$ cat src/rtl/dmacch_pkg.sv
package dmacch_pkg;
  typedef enum logic [1:0] {PH_IDLE, PH_REQ, PH_WAIT} phase_e;

  localparam logic [3:0] OFF_ADDR = 4'h0;
  localparam logic [3:0] OFF_BLK  = 4'h4;
  localparam logic [3:0] OFF_CNT  = 4'h6;
  localparam logic [3:0] OFF_CTRL = 4'h8;

  localparam int CTL_DIR   = 0;
  localparam int CTL_SYNC  = 9;
  localparam int CTL_CHAIN = 10;
  localparam int CTL_RUN   = 24;
endpackage

$ cat src/rtl/dmacch_regs.sv
module dmacch_regs
  import dmacch_pkg::*;
#(
  parameter int DW = 32,
  parameter int FW = 16,
  parameter int OW = 4
) (
  input  logic          clk,
  input  logic          rst_n,
  input  logic          wr_en,
  input  logic [OW-1:0] wr_off,
  input  logic [DW-1:0] wr_data,
  input  logic [OW-1:0] rd_off,
  output logic [DW-1:0] rd_data,
  input  logic          adv,
  input  logic          dec,
  input  logic          finish,
  output logic [DW-1:0] madr,
  output logic [FW-1:0] blk_size,
  output logic [FW-1:0] blk_left,
  output logic          running,
  output logic          launch,
  output logic          done
);
  localparam logic [DW-1:0] STEP = DW'(4);

  logic dir_q, sync_q, chain_q;
  logic wr_ok, ctl_wr, abort, zstart;

  assign wr_ok  = wr_en && !running;
  assign ctl_wr = wr_ok && (wr_off == OFF_CTRL);
  assign abort  = wr_en && running && (wr_off == OFF_CTRL) && !wr_data[CTL_RUN];
  assign launch = ctl_wr && wr_data[CTL_RUN] && (blk_size != '0) && (blk_left != '0);
  assign zstart = ctl_wr && wr_data[CTL_RUN] && ((blk_size == '0) || (blk_left == '0));

  always_ff @(posedge clk) begin
    if (!rst_n) begin
      madr     <= '0;
      blk_size <= '0;
      blk_left <= '0;
      dir_q    <= 1'b0;
      sync_q   <= 1'b0;
      chain_q  <= 1'b0;
      running  <= 1'b0;
      done     <= 1'b0;
    end else begin
      done <= finish || zstart;
      if (wr_ok && wr_off == OFF_ADDR) madr <= wr_data;
      else if (adv)                    madr <= madr + STEP;
      if (wr_ok && wr_off == OFF_BLK) begin
        blk_size <= wr_data[FW-1:0];
        blk_left <= wr_data[2*FW-1:FW];
      end else if (wr_ok && wr_off == OFF_CNT) begin
        blk_left <= wr_data[FW-1:0];
      end else if (dec) begin
        blk_left <= blk_left - 1'b1;
      end
      if (ctl_wr) begin
        dir_q   <= wr_data[CTL_DIR];
        sync_q  <= wr_data[CTL_SYNC];
        chain_q <= wr_data[CTL_CHAIN];
      end
      if (launch)                running <= 1'b1;
      else if (abort || finish)  running <= 1'b0;
    end
  end

  always_comb begin
    rd_data = '0;
    unique case (rd_off)
      OFF_ADDR: rd_data = madr;
      OFF_BLK:  rd_data = {blk_left, blk_size};
      OFF_CTRL: begin
        rd_data[CTL_DIR]   = dir_q;
        rd_data[CTL_SYNC]  = sync_q;
        rd_data[CTL_CHAIN] = chain_q;
        rd_data[CTL_RUN]   = running;
      end
      default:  rd_data = '0;
    endcase
  end

  // a running channel always has blocks left
  assert_busy_count_R7: assert property (@(posedge clk) disable iff (!rst_n)
    running |-> (blk_left != '0));
  // run bit only falls on completion or an abort write
  assert_run_fall_R11: assert property (@(posedge clk) disable iff (!rst_n)
    $fell(running) |-> $past(finish || (wr_en && wr_off == OFF_CTRL && !wr_data[CTL_RUN])));
  // address write while running has no effect
  assert_busy_ignore_R10: assert property (@(posedge clk) disable iff (!rst_n)
    (running && wr_en && wr_off == OFF_ADDR && !adv) |=> $stable(madr));
endmodule

$ cat src/rtl/dmacch_engine.sv
module dmacch_engine
  import dmacch_pkg::*;
#(
  parameter int DW  = 32,
  parameter int FW  = 16,
  parameter int MAW = 29
) (
  input  logic           clk,
  input  logic           rst_n,
  input  logic           running,
  input  logic           launch,
  input  logic [FW-1:0]  blk_size,
  input  logic [FW-1:0]  blk_left,
  input  logic [DW-1:0]  madr,
  output logic           req_valid,
  input  logic           req_ready,
  output logic [MAW-1:0] req_addr,
  input  logic           rsp_valid,
  output logic           rsp_ready,
  input  logic [DW-1:0]  rsp_data,
  output logic           per_valid,
  input  logic           per_ready,
  output logic [DW-1:0]  per_data,
  output logic           per_last,
  output logic           adv,
  output logic           dec,
  output logic           finish
);
  phase_e        phase;
  logic [FW-1:0] widx;
  logic          at_end, in_wait, fire;

  assign in_wait   = (phase == PH_WAIT) && running;
  assign at_end    = (widx == blk_size - 1'b1);
  assign req_valid = (phase == PH_REQ) && running;
  assign req_addr  = madr[MAW-1:0];
  assign per_valid = in_wait && rsp_valid;
  assign rsp_ready = in_wait && per_ready;
  assign per_data  = rsp_data;
  assign per_last  = at_end;
  assign fire      = in_wait && rsp_valid && per_ready;
  assign adv       = fire;
  assign dec       = fire && at_end;
  assign finish    = fire && at_end && (blk_left == FW'(1));

  always_ff @(posedge clk) begin
    if (!rst_n) begin
      phase <= PH_IDLE;
      widx  <= '0;
    end else if (launch) begin
      phase <= PH_REQ;
      widx  <= '0;
    end else if (!running) begin
      phase <= PH_IDLE;
    end else begin
      unique case (phase)
        PH_REQ:  if (req_ready) phase <= PH_WAIT;
        PH_WAIT: if (fire) begin
          widx  <= at_end ? '0 : widx + 1'b1;
          phase <= (at_end && blk_left == FW'(1)) ? PH_IDLE : PH_REQ;
        end
        default: phase <= PH_IDLE;
      endcase
    end
  end

  // a waiting request holds its address until accepted or aborted
  assert_req_hold_R6: assert property (@(posedge clk) disable iff (!rst_n)
    (req_valid && !req_ready) |=> ((req_valid && $stable(req_addr)) || !running));
  // request and output word are never offered together
  assert_one_phase_R5: assert property (@(posedge clk) disable iff (!rst_n)
    !(req_valid && per_valid));
endmodule

$ cat src/rtl/dmacch_top.sv
module dmacch_top
  import dmacch_pkg::*;
#(
  parameter int DW  = 32,
  parameter int FW  = 16,
  parameter int OW  = 4,
  parameter int MAW = 29
) (
  input  logic           clk,
  input  logic           rst_n,
  input  logic           reg_wr,
  input  logic [OW-1:0]  reg_wr_off,
  input  logic [DW-1:0]  reg_wr_data,
  input  logic [OW-1:0]  reg_rd_off,
  output logic [DW-1:0]  reg_rd_data,
  output logic           mem_req_valid,
  input  logic           mem_req_ready,
  output logic [MAW-1:0] mem_req_addr,
  input  logic           mem_rsp_valid,
  output logic           mem_rsp_ready,
  input  logic [DW-1:0]  mem_rsp_data,
  output logic           out_valid,
  input  logic           out_ready,
  output logic [DW-1:0]  out_data,
  output logic           out_last,
  output logic           xfer_done
);
  logic [DW-1:0] madr;
  logic [FW-1:0] blk_size, blk_left;
  logic running, launch, adv, dec, finish;

  dmacch_regs #(.DW(DW), .FW(FW), .OW(OW)) u_regs (
    .clk(clk), .rst_n(rst_n),
    .wr_en(reg_wr), .wr_off(reg_wr_off), .wr_data(reg_wr_data),
    .rd_off(reg_rd_off), .rd_data(reg_rd_data),
    .adv(adv), .dec(dec), .finish(finish),
    .madr(madr), .blk_size(blk_size), .blk_left(blk_left),
    .running(running), .launch(launch), .done(xfer_done)
  );

  dmacch_engine #(.DW(DW), .FW(FW), .MAW(MAW)) u_eng (
    .clk(clk), .rst_n(rst_n),
    .running(running), .launch(launch),
    .blk_size(blk_size), .blk_left(blk_left), .madr(madr),
    .req_valid(mem_req_valid), .req_ready(mem_req_ready), .req_addr(mem_req_addr),
    .rsp_valid(mem_rsp_valid), .rsp_ready(mem_rsp_ready), .rsp_data(mem_rsp_data),
    .per_valid(out_valid), .per_ready(out_ready), .per_data(out_data), .per_last(out_last),
    .adv(adv), .dec(dec), .finish(finish)
  );

  // the cycle after completion the channel is no longer running
  assert_done_idle_R8: assert property (@(posedge clk) disable iff (!rst_n)
    xfer_done |-> !running || $past(!running));
  // accepting a block's last word lowers the count or ends the run
  assert_block_count_R7: assert property (@(posedge clk) disable iff (!rst_n)
    (out_valid && out_ready && out_last) |=> (!running || blk_left == $past(blk_left) - 1'b1));
endmodule

$ cat config.mk
export PLATFORM = sky130hd
export DESIGN_NAME = dmacch_top
export DESIGN_NICKNAME = d
export VERILOG_FILES = /design/src/rtl/dmacch_pkg.sv /design/src/rtl/dmacch_regs.sv /design/src/rtl/dmacch_engine.sv /design/src/rtl/dmacch_top.sv
export SDC_FILE = /design/constraint.sdc
export NUM_CORES = 1
export LEC_CHECK = 0
export ABC_AREA = 1
export CORE_MARGIN = 5
export CORE_UTILIZATION = 45
export CTS_CLUSTER_DIAMETER = 80
export DETAILED_ROUTE_END_ITERATION = 16
export HOLD_SLACK_MARGIN = 0.06
export PLACE_DENSITY = 0.9
export REMOVE_ABC_BUFFERS = 1
export SETUP_SLACK_MARGIN = 0.02
export SYNTH_ARGS = -nofsm -noshare
export SYNTH_HDL_FRONTEND = slang
export SYNTH_SLANG_ARGS = --single-unit
export TNS_END_PERCENT = 30
$ cat constraint.sdc
create_clock -name clk -period 1.9 [get_ports clk]
set_clock_uncertainty 0.1 [all_clocks]
set_input_delay 0.19 -clock clk [delete_from_list [all_inputs] [get_ports clk]]
set_output_delay 0.19 -clock clk [all_outputs]
set_load 0.005 [all_outputs]
# After elaboration in Yosys (flattened, before gate mapping)
# Cells that the tools add are included.
[word_totals] register_bits=87 in_bits=78 out_inout_bits=98 wordCells=89
[classes] addsub=4 n_eq_ne=13 n_mux=20 bitwise=2 reduce_logical=39
[ops] cell="$mux 16" count=4
[ops] cell="$mux 32" count=2
[ops] cell="$add 32x3->32 const B" count=1
[ops] cell="$logic_not 16->1" count=2
[ops] cell="$reduce_bool 16->1" count=2
[ops] cell="$sub 16x1->16 const B" count=2
[ops] cell="$pmux 13 s2" count=1
[ops] cell="$logic_and 1x1->1" count=20
[ops] cell="$add 16x1->16 const B" count=1
[ops] cell="$eq 16x1->1 const B" count=1
[ops] cell="$eq 16x16->1" count=1
[ops] cell="$pmux 8 s2" count=1
[ops] cell="$pmux 7 s2" count=1
[ops] cell="$eq 4x3->1 const B" count=3
[ops] cell="$eq 4x4->1 const B" count=2
[ops] cell="$logic_not 4->1" count=2
[ops] cell="$pmux 1 s3" count=2
[ops] cell="$pmux 2 s3" count=1
[ops] cell="$mux 1" count=5
[ops] cell="$mux 2" count=2
[ops] cell="$ne 4x3->1 const B" count=1
[ops] cell="$ne 4x4->1 const B" count=1
[ops] cell="$pmux 2 s2" count=1
[ops] cell="$reduce_and 2->1" count=2
[ops] cell="other kinds (12)" count=17

# Depth between registers and ports, before layout
# Gate-level depths: netlist (run 1).
[depth] ltp_word=9 depth_mapped=17 depth_no_buf=16

# By module
# A second synthesis (run 1) with hierarchy kept.
[unflattened] hier_cells=1173 area_unflattened_um2=6907.9
[by_module_without_submodules] mod="dmacch_regs" instances=1 cells_each=818 area_each_um2=4685.7 seq_area_each_um2=1381.3
[by_module_without_submodules] mod="dmacch_engine" instances=1 cells_each=355 area_each_um2=2222.1 seq_area_each_um2=360.3

# Worst setup path before layout (run 1)
# Ideal clock, no wire load.
[synth_timing] path_type="reg-to-reg" start="register u_regs.blk_size[0]" end="register u_regs.blk_left[10]" setup_ns=0.115 t_arrival_ns=1.849 required_ns=1.685 setup_slack_ns=-0.164 path_stages_with_launch=14 synth_period_minus_slack_ns=2.064 path_cell_list="dfxtp_1 inv_2 ha_1 nand3_2 nor2_2 nand2_1 nor2_1 xnor2_1 nand2_1 nor2_2 nand3_4 buf_4 a21oi_1 nor2_1"
[synth_between] elab_chain_cells=4
[synth_rtl] element="start, declared" line="dmacch_regs.sv:19" text="output logic [FW-1:0] blk_size,"
[synth_rtl] element="start signal, assigned" line="dmacch_regs.sv:51" text="blk_size <= wr_data[FW-1:0];"
[synth_rtl] element="$sub 16x1->16" line="dmacch_engine.sv:34" text="assign at_end = (widx == blk_size - 1'b1);"
[synth_rtl] element="$eq 16x16->1" line="dmacch_engine.sv:34"
[synth_rtl] element="$logic_and 1x1->1" line="dmacch_engine.sv:43" text="assign dec = fire && at_end;"
[synth_rtl] element="$reduce_bool 3->1 (no source line)"
[synth_rtl] element="end signal, assigned" line="dmacch_regs.sv:52" text="blk_left <= wr_data[2*FW-1:FW];"
[synth_rtl] element="end signal, assigned" line="dmacch_regs.sv:54" text="blk_left <= wr_data[FW-1:0];"
[synth_rtl] element="end signal, assigned" line="dmacch_regs.sv:56" text="blk_left <= blk_left - 1'b1;"
[synth_rtl] element="end, declared" line="dmacch_regs.sv:20" text="output logic [FW-1:0] blk_left,"
# No other way between the ends.
# A chain may end at the register's enable or synchronous reset.

# Worst setup path after layout (run 1)
[layout_timing] start="register u_regs.blk_size[3]" end="register u_regs.blk_left[6]"
# The elaborated chain is that of the path after synthesis.

==> impl_metrics.csv, run 1 <==
group,metric,value,unit
yosys,synthArstFlopShare,0,
route,wl,29170,µm
timing,setup_violations,64,
cts,clock-sinks,87,
grt,globalRouteOverflowTotal,0,
finish,final_nets,1294,
yosys,synth_cells,1020,
route,highest_layer,"met5",
route,wire_per_inst,20.96,µm
critical_path,criticalPathCategory,"flop to flop",
cts,cts_tree,"built",
power,p_per_area,530.9,mW/mm²
critical_path,end_kind,"flop",
outcome,status,"complete, but fails checks",
yosys,synthFlopType,"dfxtp_1",
finish,final_common_cell,"nand2_1",
floorplanning,coreArea,0.01399,mm²
finish,drive_gt1_frac,0.2550,
grt,grt_pass1_wl,42830,µm
route,dr.first_iter.drc_count,1242,
critical_path,slowest_stage,"dfxtp_1",
critical_path,crit_arrival,2750,ps
critical_path,path_buf_inv,3,
grt,antenna_found_initial,1,
critical_path,crit_path_max_incr_delay,350,ps
cts,path_clk_slew,70,ps
placed_design,port_buffers,111,
finish,utilization,0.6553,
power,p_int,3451,µW
finish,layout_common_cells,"241 x nand2_1, 146 x buf_4, 104 x inv_1, 87 x nor2_1, 83 x dfxtp_1",
flow_run,max_cap_violations,0,
timing,max_freq,385.0,MHz
grt,grt_max_degree,33,
power,p_sw,1416,µW
outcome,violations,"negative setup slack",
critical_path,start_kind,"flop",
floorplanning,rows,43,
power,seqPwrFrac,0.387,
route,route.met3.wl,3557,µm
yosys,synth.cell_area,0.006470,mm²
critical_path,critPathTopFamily,"simple AND/OR/NAND/NOR gates",
cts,clockRootBuffer,"clkbuf_16",
yosys,synthDistinctLibCells,37,
grt,grt_usage,0.3255,
cts,cts_made_buffers,9,
route,drc,0,
yosys,synth_warnings,0,
yosys,seq_area_frac_synth,0.2692,
critical_path,r2r_setup_slack,-700,ps
floorplanning,start_util,0.4625,
timing,setup_ws,-697.2,ps
floorplanning,dieWidth,129.9,µm
power,p_leak,0.004138,µW
critical_path,cp.required,2050,ps
cts,clk_path_buf_depth,2,
route,m1WireLength,10110,µm
route,wl_met2,13040,µm
floorplanning,fp.dieH,129.9,µm
cts,postCtsHoldBufs,0,
floorplanning,boundaryPins,176,
min_path,hold_path_class,"input port to output port",
power,clock_power_share,0.410,
timing,hold_violations,0,
placed_design,place_area,0.008434,mm²
finish,antenna_cells,0,
yosys,postSynthAreaPerCell,6.343,µm²
power,comb_power_share,0.204,
route,viasPerCell,6.069,
finish,syn_to_final_growth,41.67,%
finish,fin_area,0.009166,mm²
route,vias,8448,
grt,grt_pass1_vias,8328,
power,ir_drop,445.5,µV
placed_design,dpl.hpwl,18600,µm
cts,h-tree-depth,3,
timing,rsz0062_at_grt,"true",
timing,layout_min_cycle_time,2597,ps
yosys,ys_ff_latch,87,
finish,fillers,983,
critical_path,cp_common_cell,"nand2_1",
cts,clk_latency,360,ps
floorplanning,dieArea,0.01688,mm²
critical_path,cp_max_fo,32,
yosys,synth_edf_count,0,
timing,slew_headroom,0.6382,
power,p_sw_frac,0.2909,
timing,fin_crit_sh,1.367,
timing,slew_viol_final,0,
timing,worst_slew_pin_slew,537.0,ps
critical_path,crit_chain,"nor2_1 -> nand2_1 -> inv_1 -> nand2_1 -> o21ai_2 -> nand2_1 -> nand2_1 -> nand2_2 -> nor2_4 -> buf_4 -> nand3_4 -> buf_12 -> a21oi_1 -> nor2_1",
placed_design,place_ws,-556.8,ps
placed_design,place_congestion,0.9556,
route,dr.pass1.iters,9,
route,ant_nets,0,
[sequential cells by signal (all words and copies together), names as in the netlist, 2 cells and up]
register / flops
u_regs.madr: 32
u_regs.blk_left: 16
u_eng.phase: 2
u_regs.blk_size: 16
u_eng.widx: 16
[metal layers]
layer	vias to the layer above	GRT usage
li1	3623	-
met1	3845	0.3641
met2	730	0.5190
met3	246	0.1003
met4	4	0.2390
met5	-	0.03235
[power groups by stage]
stage          clock network [µW]  logic, µW  registers [µW]
6_report                     1990        991            1880
5_1_grt                      2030       1050            1880
3_5_place_dp                    0        843            1920
4_1_cts                      1940        882            1880
3_3_place_gp                    0        813            1920
2_1_floorplan                   0        417            1920
[path summary, 6_finish.rpt]
| kind | from | endpoint | depth (start not counted) |
|---|---|---|---|
| max | u_regs.blk_size[3] | u_regs.blk_left[6] | 14 |
| min | mem_rsp_data[18] | out_data[18] | 0 |
| max reg2reg | u_regs.blk_size[3] | u_regs.blk_left[6] | 14 |
| min reg2reg | u_regs.dir_q | u_regs.dir_q | 2 |
[metrics by stage]
step / TNS [ps] / hold WS (ps) / power [µW] / cells
final: -24290 / 280.0 / 4866 / 1392
after floorplan: -67120 / 187.6 / 2338 / 920
after global routing: -28440 / 280.0 / 4965 / 1392
after global placement: -29090 / 280.0 / 2731 / 1365
after detailed placement: -34270 / 280.0 / 2762 / 1365
after CTS: -11970 / 280.0 / 4700 / 1386
[synth_stat cells (3+ instances only)]
cell      count  area (µm²)
nand2_1     253       949.7
inv_1       113       424.2
nor2_1       99       371.6
dfxtp_1      87        1742
o21ai_0      64       320.3
buf_4        63       473.0
a21oi_1      58       290.3
nand3_1      45       225.2
xor2_1       36       315.3
clkbuf_1     26       97.59
nor3_1       25       125.1
a31oi_1      23       143.9
o22ai_1      21       131.4
nand3_2      17       170.2
nand4_1      13       81.33
nor2_2       10       62.56
ha_1          8       100.1
inv_2         8       30.03
xnor2_1       8       70.07
buf_2         5       25.02
o221ai_1      5       43.79
buf_1         4       15.01
o211ai_1      4       30.03
nand2_2       3       18.77
nand3b_1      3       22.52
nor4_1        3       18.77
[final cells by class]
class / instances / area, µm² / share of cell area
Sequential cell: 87 / 1747 / 0.1906
Inverter: 122 / 462.9 / 0.05051
Clock buffer: 11 / 242.7 / 0.02648
Multi-Input combinational cell: 711 / 3975 / 0.4337
Tap cell: 180 / 225.2 / 0.02457
Timing Repair Buffer: 277 / 2444 / 0.2666
Clock inverter: 4 / 70.07 / 0.007644
[repair_timing]
item / 4_1_cts / 5_1_grt
gates resized for setup: 124 / 73
setup endpoints to repair: 102 / 109
pin swaps: 14 / 18
buffers inserted: 6 / 5
cloned: 0 / 1
[cell families (layout without fill, tap and decap cells)]
group / Yosys count / count (layout) / share of synthesized area
AOI/OAI and AO/OA: 179 / 179 / 0.1530
xor gates and xnor gates: 44 / 44 / 0.05956
adders and majority gates: 8 / 8 / 0.01547
buffers and inverters: 222 / 414 / 0.1686
DFF: 87 / 87 / 0.2692
and+or+nand+nor: 480 / 480 / 0.3342
Power figures use the tool's default switching activity.
==> inputs of run 2 (changes only) <==
--- a/config.mk
+++ b/config.mk
@@ -10,8 +10,8 @@
 export CORE_UTILIZATION = 45
 export CTS_CLUSTER_DIAMETER = 80
 export DETAILED_ROUTE_END_ITERATION = 16
-export HOLD_SLACK_MARGIN = 0.06
-export PLACE_DENSITY = 0.9
+export HOLD_SLACK_MARGIN = 0.08
+export PLACE_DENSITY_LB_ADDON = 0.05
 export REMOVE_ABC_BUFFERS = 1
 export SETUP_SLACK_MARGIN = 0.02
 export SYNTH_ARGS = -nofsm -noshare
==> impl_metrics.csv, run 2 (synthesis results as in run 1) <==
group,metric,value,unit
outcome,status,"complete, but fails checks",
outcome,violations,"negative setup slack",
grt,grt.busiest_layer,"met2",
cts,cts_made_buffers,9,
critical_path,crit_arrival,2560,ps
power,clock_power_share,0.396,
grt,grtUsageMet1,0.3715,
cts,clock-sinks,87,
finish,final_nets,1298,
route,ant_nets,0,
floorplanning,fp.dieH,129.9,µm
route,wire_per_inst,17.57,µm
finish,antenna_cells,0,
placed_design,place_congestion,0.9637,
grt,grt_max_degree,33,
timing,worst_slew_pin_slew,401.8,ps
power,p_sw_frac,0.2805,
critical_path,criticalPathCategory,"flop to flop",
power,ir_drop,456.3,µV
grt,met2_usage,0.4671,
timing,rsz0062_at_grt,"true",
route,vias,7358,
cts,cts_tree,"built",
finish,final_common_cell,"nand2_1",
finish,fillers,1310,
critical_path,worst_r2r_endpoint,"u_regs.blk_left[2]",
timing,setup_ws,-511.0,ps
critical_path,worstSetupEndpoint,"u_regs.blk_left[2]",
finish,syn_to_final_growth,40.53,%
timing,slew_headroom,0.7293,
route,viasPerCell,5.267,
cts,h-tree-depth,3,
power,seqPwrFrac,0.407,
placed_design,place_area,0.008484,mm²
finish,utilization,0.6500,
finish,regArea,0.001745,mm²
route,dr.pass1.iters,5,
critical_path,cp.required,2040,ps
critical_path,reg2regPathDepth,14,
grt,use_met3,0.07368,
placed_design,place_ws,-546.1,ps
critical_path,r2r_setup_slack,-510,ps
power,p_leak,0.004155,µW
placed_design,port_buffers,111,
floorplanning,dieWidth,129.9,µm
critical_path,end_kind,"flop",
power,p_int,3325,µW
timing,hold_violations,0,
grt,grt_pass1_wl,37400,µm
grt,grt_usage,0.2882,
grt,antenna_found_initial,0,
finish,drive_gt1_frac,0.2317,
finish,layout_common_cells,"244 x nand2_1, 147 x buf_4, 108 x inv_1, 93 x nor2_1, 84 x dfxtp_1",
cts,path_clk_slew,60,ps
min_path,hold_path_class,"input port to output port",
power,p_sw,1296,µW
timing,slew_viol_final,0,
cts,clk_path_buf_depth,2,
cts,clockRootBuffer,"clkbuf_16",
finish,top_register,"u_regs.madr",
finish,largest_register_ffs,32,
power,finalPower,4621,µW
finish,fin_area,0.009092,mm²
critical_path,r2r-start,"u_regs.blk_size[1]",
floorplanning,coreArea,0.01399,mm²
floorplanning,rows,43,
critical_path,setup.worst_path.start,"u_regs.blk_size[1]",
power,p_per_area,508.3,mW/mm²
placed_design,dpl.hpwl,19090,µm
timing,max_freq,414.8,MHz
flow_run,max_cap_violations,0,
power,comb_power_share,0.197,
floorplanning,boundaryPins,176,
timing,setup_violations,49,
timing,layout_min_cycle_time,2411,ps
timing,fin_crit_sh,1.269,
grt,globalRouteOverflowTotal,0,
critical_path,cp_max_fo,7,
floorplanning,start_util,0.4625,
floorplanning,dieArea,0.01688,mm²
route,wl,24550,µm
cts,clk_latency,350,ps
finish,multi_input_area,0.003836,mm²
grt,grt_pass1_vias,6898,
route,dr.first_iter.drc_count,549,
critical_path,start_kind,"flop",
route,drc,0,
-- run 2: critical path, cell delays in order (launching register included) --
cell	delay, ps
dfxtp_2	320
inv_2	70
buf_4	130
nand3_4	130
nor2_4	190
buf_4	130
nand3b_1	70
nand2_1	80
nand3_1	120
nor3_4	230
buf_6	140
nand3_4	170
clkbuf_16	230
a21oi_2	130
nor2_1	40
-- run 2: worst min-delay path by stage --
stage,startpoint,endpoint,slack (ps),depth (start not counted)
final,mem_rsp_data[12],out_data[12],280,0
after global routing,mem_rsp_data[26],out_data[26],280,0
after CTS,mem_rsp_data[26],out_data[26],280,0
after detailed placement,mem_rsp_data[26],out_data[26],280,0
after global placement,mem_rsp_data[26],out_data[26],280,0
after floorplan,rst_n,u_regs.madr[31],190,2
-- run 2: layout make-up --
type | count | area share
timing repair buffer | 281 | 0.2781
multi-input combinational | 711 | 0.4219
clock inverter | 5 | 0.006192
sequential | 87 | 0.1920
inverter | 122 | 0.05036
tap | 180 | 0.02477
clock buffer | 11 | 0.02670
-- run 2: repair_timing --
action,4_1_cts,5_1_grt
hold buffers,0,0
setup endpoints to repair,98,90
cloned,0,2
gates resized for setup,110,28
setup buffers,10,0
pin swaps,12,20
-- run 2: power groups by stage --
stage	Clock [µW]	Combinational, µW	Sequential, µW
after floorplan	0	417	1920
after global placement	0	847	1920
after detailed placement	0	853	1920
after CTS	1850	897	1880
after global routing	1930	1000	1880
final	1830	912	1880
-- run 2: through the flow --
stage / TNS (ps) / instances / hold WS (ps)
after floorplan: -67120 / 920 / 187.6
after global placement: -30570 / 1370 / 280.1
after detailed placement: -33790 / 1370 / 280.1
after CTS: -14290 / 1396 / 280.1
after global routing: -25270 / 1397 / 280.0
final: -16160 / 1397 / 280.1
-- run 2: routing by layer --
layer | wire, µm | up-vias
li1 | - | 3631
met1 | 10510 | 3378
met2 | 11400 | 309
met3 | 1842 | 40
met4 | 801 | 0
met5 | 0 | -
==> inputs of run 3 (changes only) <==
--- a/config.mk
+++ b/config.mk
@@ -6,8 +6,9 @@
 export NUM_CORES = 1
 export LEC_CHECK = 0
 export ABC_AREA = 1
+export CAP_MARGIN = 40
 export CORE_MARGIN = 5
-export CORE_UTILIZATION = 45
+export CORE_UTILIZATION = 30
 export CTS_CLUSTER_DIAMETER = 80
 export DETAILED_ROUTE_END_ITERATION = 16
 export HOLD_SLACK_MARGIN = 0.08
==> impl_metrics.csv, run 3 (synthesis results as in run 1) <==
group,metric,value,unit
outcome,violations,"negative setup slack",
timing,layout_min_cycle_time,2378,ps
cts,cts_tree,"built",
timing,setup_violations,39,
finish,top_register,"u_regs.madr",
floorplanning,boundaryPins,176,
finish,antenna_cells,0,
critical_path,start_kind,"flop",
power,p_per_area,469.1,mW/mm²
cts,postCtsHoldBufs,0,
cts,clk_latency,350,ps
timing,hold_ws,280.0,ps
cts,clockRootBuffer,"clkbuf_16",
finish,drive_gt1_frac,0.2732,
grt,globalRouteOverflowTotal,0,
timing,fin_crit_sh,1.252,
finish,layout_common_cells,"245 x nand2_1, 176 x buf_4, 105 x inv_1, 88 x nor2_1, 78 x dfxtp_1",
timing,rsz0062_at_grt,"true",
floorplanning,rows,53,
placed_design,port_buffers,111,
cts,path_clk_slew,70,ps
timing,final.setup.tns,-14810,ps
cts,h-tree-depth,3,
route,m1WireLength,11860,µm
finish,final_nets,1333,
route,dr.first_iter.drc_count,402,
floorplanning,dieWidth,156.9,µm
critical_path,worst_r2r_endpoint,"u_regs.blk_left[3]",
cts,clock-sinks,87,
critical_path,criticalPathCategory,"flop to output port",
route,drc,0,
timing,hold_violations,0,
route,route.met3.wl,1479,µm
placed_design,dp.cells,1494,
cts,cts_made_buffers,9,
timing,slew_viol_final,0,
timing,max_freq,420.5,MHz
floorplanning,start_util,0.3058,
route,wl,26880,µm
timing,setup_ws,-477.9,ps
route,ant_nets,0,
min_path,hold_path_class,"input port to output port",
critical_path,r2r_setup_slack,-460,ps
floorplanning,fp.dieH,156.9,µm
timing,slew_headroom,0.6785,
grt,grt_usage,0.2220,
finish,fillers,2226,
route,wl_met2,13110,µm
route,vias,7221,
critical_path,crit_arrival,2090,ps
grt,grt_pass1_wl,41700,µm
flow_run,max_cap_violations,0,
power,ir_drop,363.4,µV
placed_design,place_area,0.008864,mm²
route,highest_layer,"met4",
finish,largest_register_ffs,32,
power,p_leak,0.004450,µW
timing,worst_slew_pin_slew,477.2,ps
critical_path,cp_max_fo,4,
finish,syn_to_final_growth,49.64,%
placed_design,place_congestion,0.8586,
critical_path,reg2regPathDepth,17,
finish,final_common_cell,"nand2_1",
critical_path,end_kind,"output port",
floorplanning,coreArea,0.02115,mm²
grt,antenna_found_initial,0,
floorplanning,dieArea,0.02460,mm²
critical_path,cp.required,1610,ps
outcome,status,"complete, but fails checks",
finish,utilization,0.4577,
critical_path,setup.worst_path.start,"u_regs.blk_size[0]",
route,dr.pass1.iters,6,
finish,fin_area,0.009682,mm²
finish,fin_cells,1527,
route,wire_per_inst,17.60,µm
route,viasPerCell,4.729,
cts,clk_path_buf_depth,2,
critical_path,worstSetupEndpoint,"out_last",
placed_design,dpl.hpwl,20620,µm
grt,grt_max_degree,33,
critical_path,r2r-start,"u_regs.blk_size[0]",
grt,grt_pass1_vias,7359,
## run 3: report_power, final
| group | total, µW | leakage [µW] | switching, µW | internal, µW |
|---|---|---|---|---|
| Clock | 1700 | 0.000134 | 775 | 923 |
| Sequential | 1880 | 0.000708 | 23.5 | 1850 |
| Combinational | 966 | 0.00361 | 520 | 446 |
## run 3: metrics by stage
stage	power, µW	setup slack, ps
2_1_floorplan	2338	-1561
3_3_place_gp	2830	-472.4
3_5_place_dp	2828	-482.6
4_1_cts	4590	-541.6
5_1_grt	4780	-623.4
6_report	4541	-477.9
## run 3: timing repair
item                                    4_1_cts  5_1_grt
pin swaps                                    21       15
setup buffers                                15        1
endpoints found under the setup margin       99       93
gates resized for setup                     128       54
gates cloned                                  4        0
## run 3: cell type report
cell class | instances | area, µm² | area share
clock inverters | 3 | 18.77 | 0.001938
flip-flops and latches | 87 | 1755 | 0.1813
repair buffers | 316 | 2894 | 0.2989
multi-input cells | 711 | 3959 | 0.4089
clock buffers | 13 | 250.2 | 0.02585
well taps | 275 | 344.1 | 0.03554
inverters | 122 | 460.4 | 0.04756
## run 3: worst min path at each step
stage                                start         endpoint  slack, ps  cells past startpoint
final                     mem_rsp_data[10]     out_data[10]        280                      0
after global routing      mem_rsp_data[16]     out_data[16]        280                      0
after CTS                 mem_rsp_data[16]     out_data[16]        280                      0
after detailed placement  mem_rsp_data[16]     out_data[16]        280                      0
after global placement    mem_rsp_data[16]     out_data[16]        280                      0
after floorplan                      rst_n  u_regs.madr[31]        190                      2
## run 3: layer usage
| metal | global-route usage | up-vias |
|---|---|---|
| met5 | 0.009921 | - |
| li1 | - | 3699 |
| met4 | 0.05000 | 0 |
| met3 | 0.05586 | 24 |
| met1 | 0.2803 | 3307 |
| met2 | 0.3806 | 191 |
## run 3: critical path, stage by stage (launching register included)
cell and delay (ps):
dfxtp_2 330, inv_2 80, ha_4 150, nand3_4 100, nor2_4 140, buf_4 120, nand2_1 50, nand2_1 60
nand2_1 60, nor2_2 120, nand2_2 80, nor3_4 160, buf_6 130, nand2_4 50, inv_2 50, buf_6 80
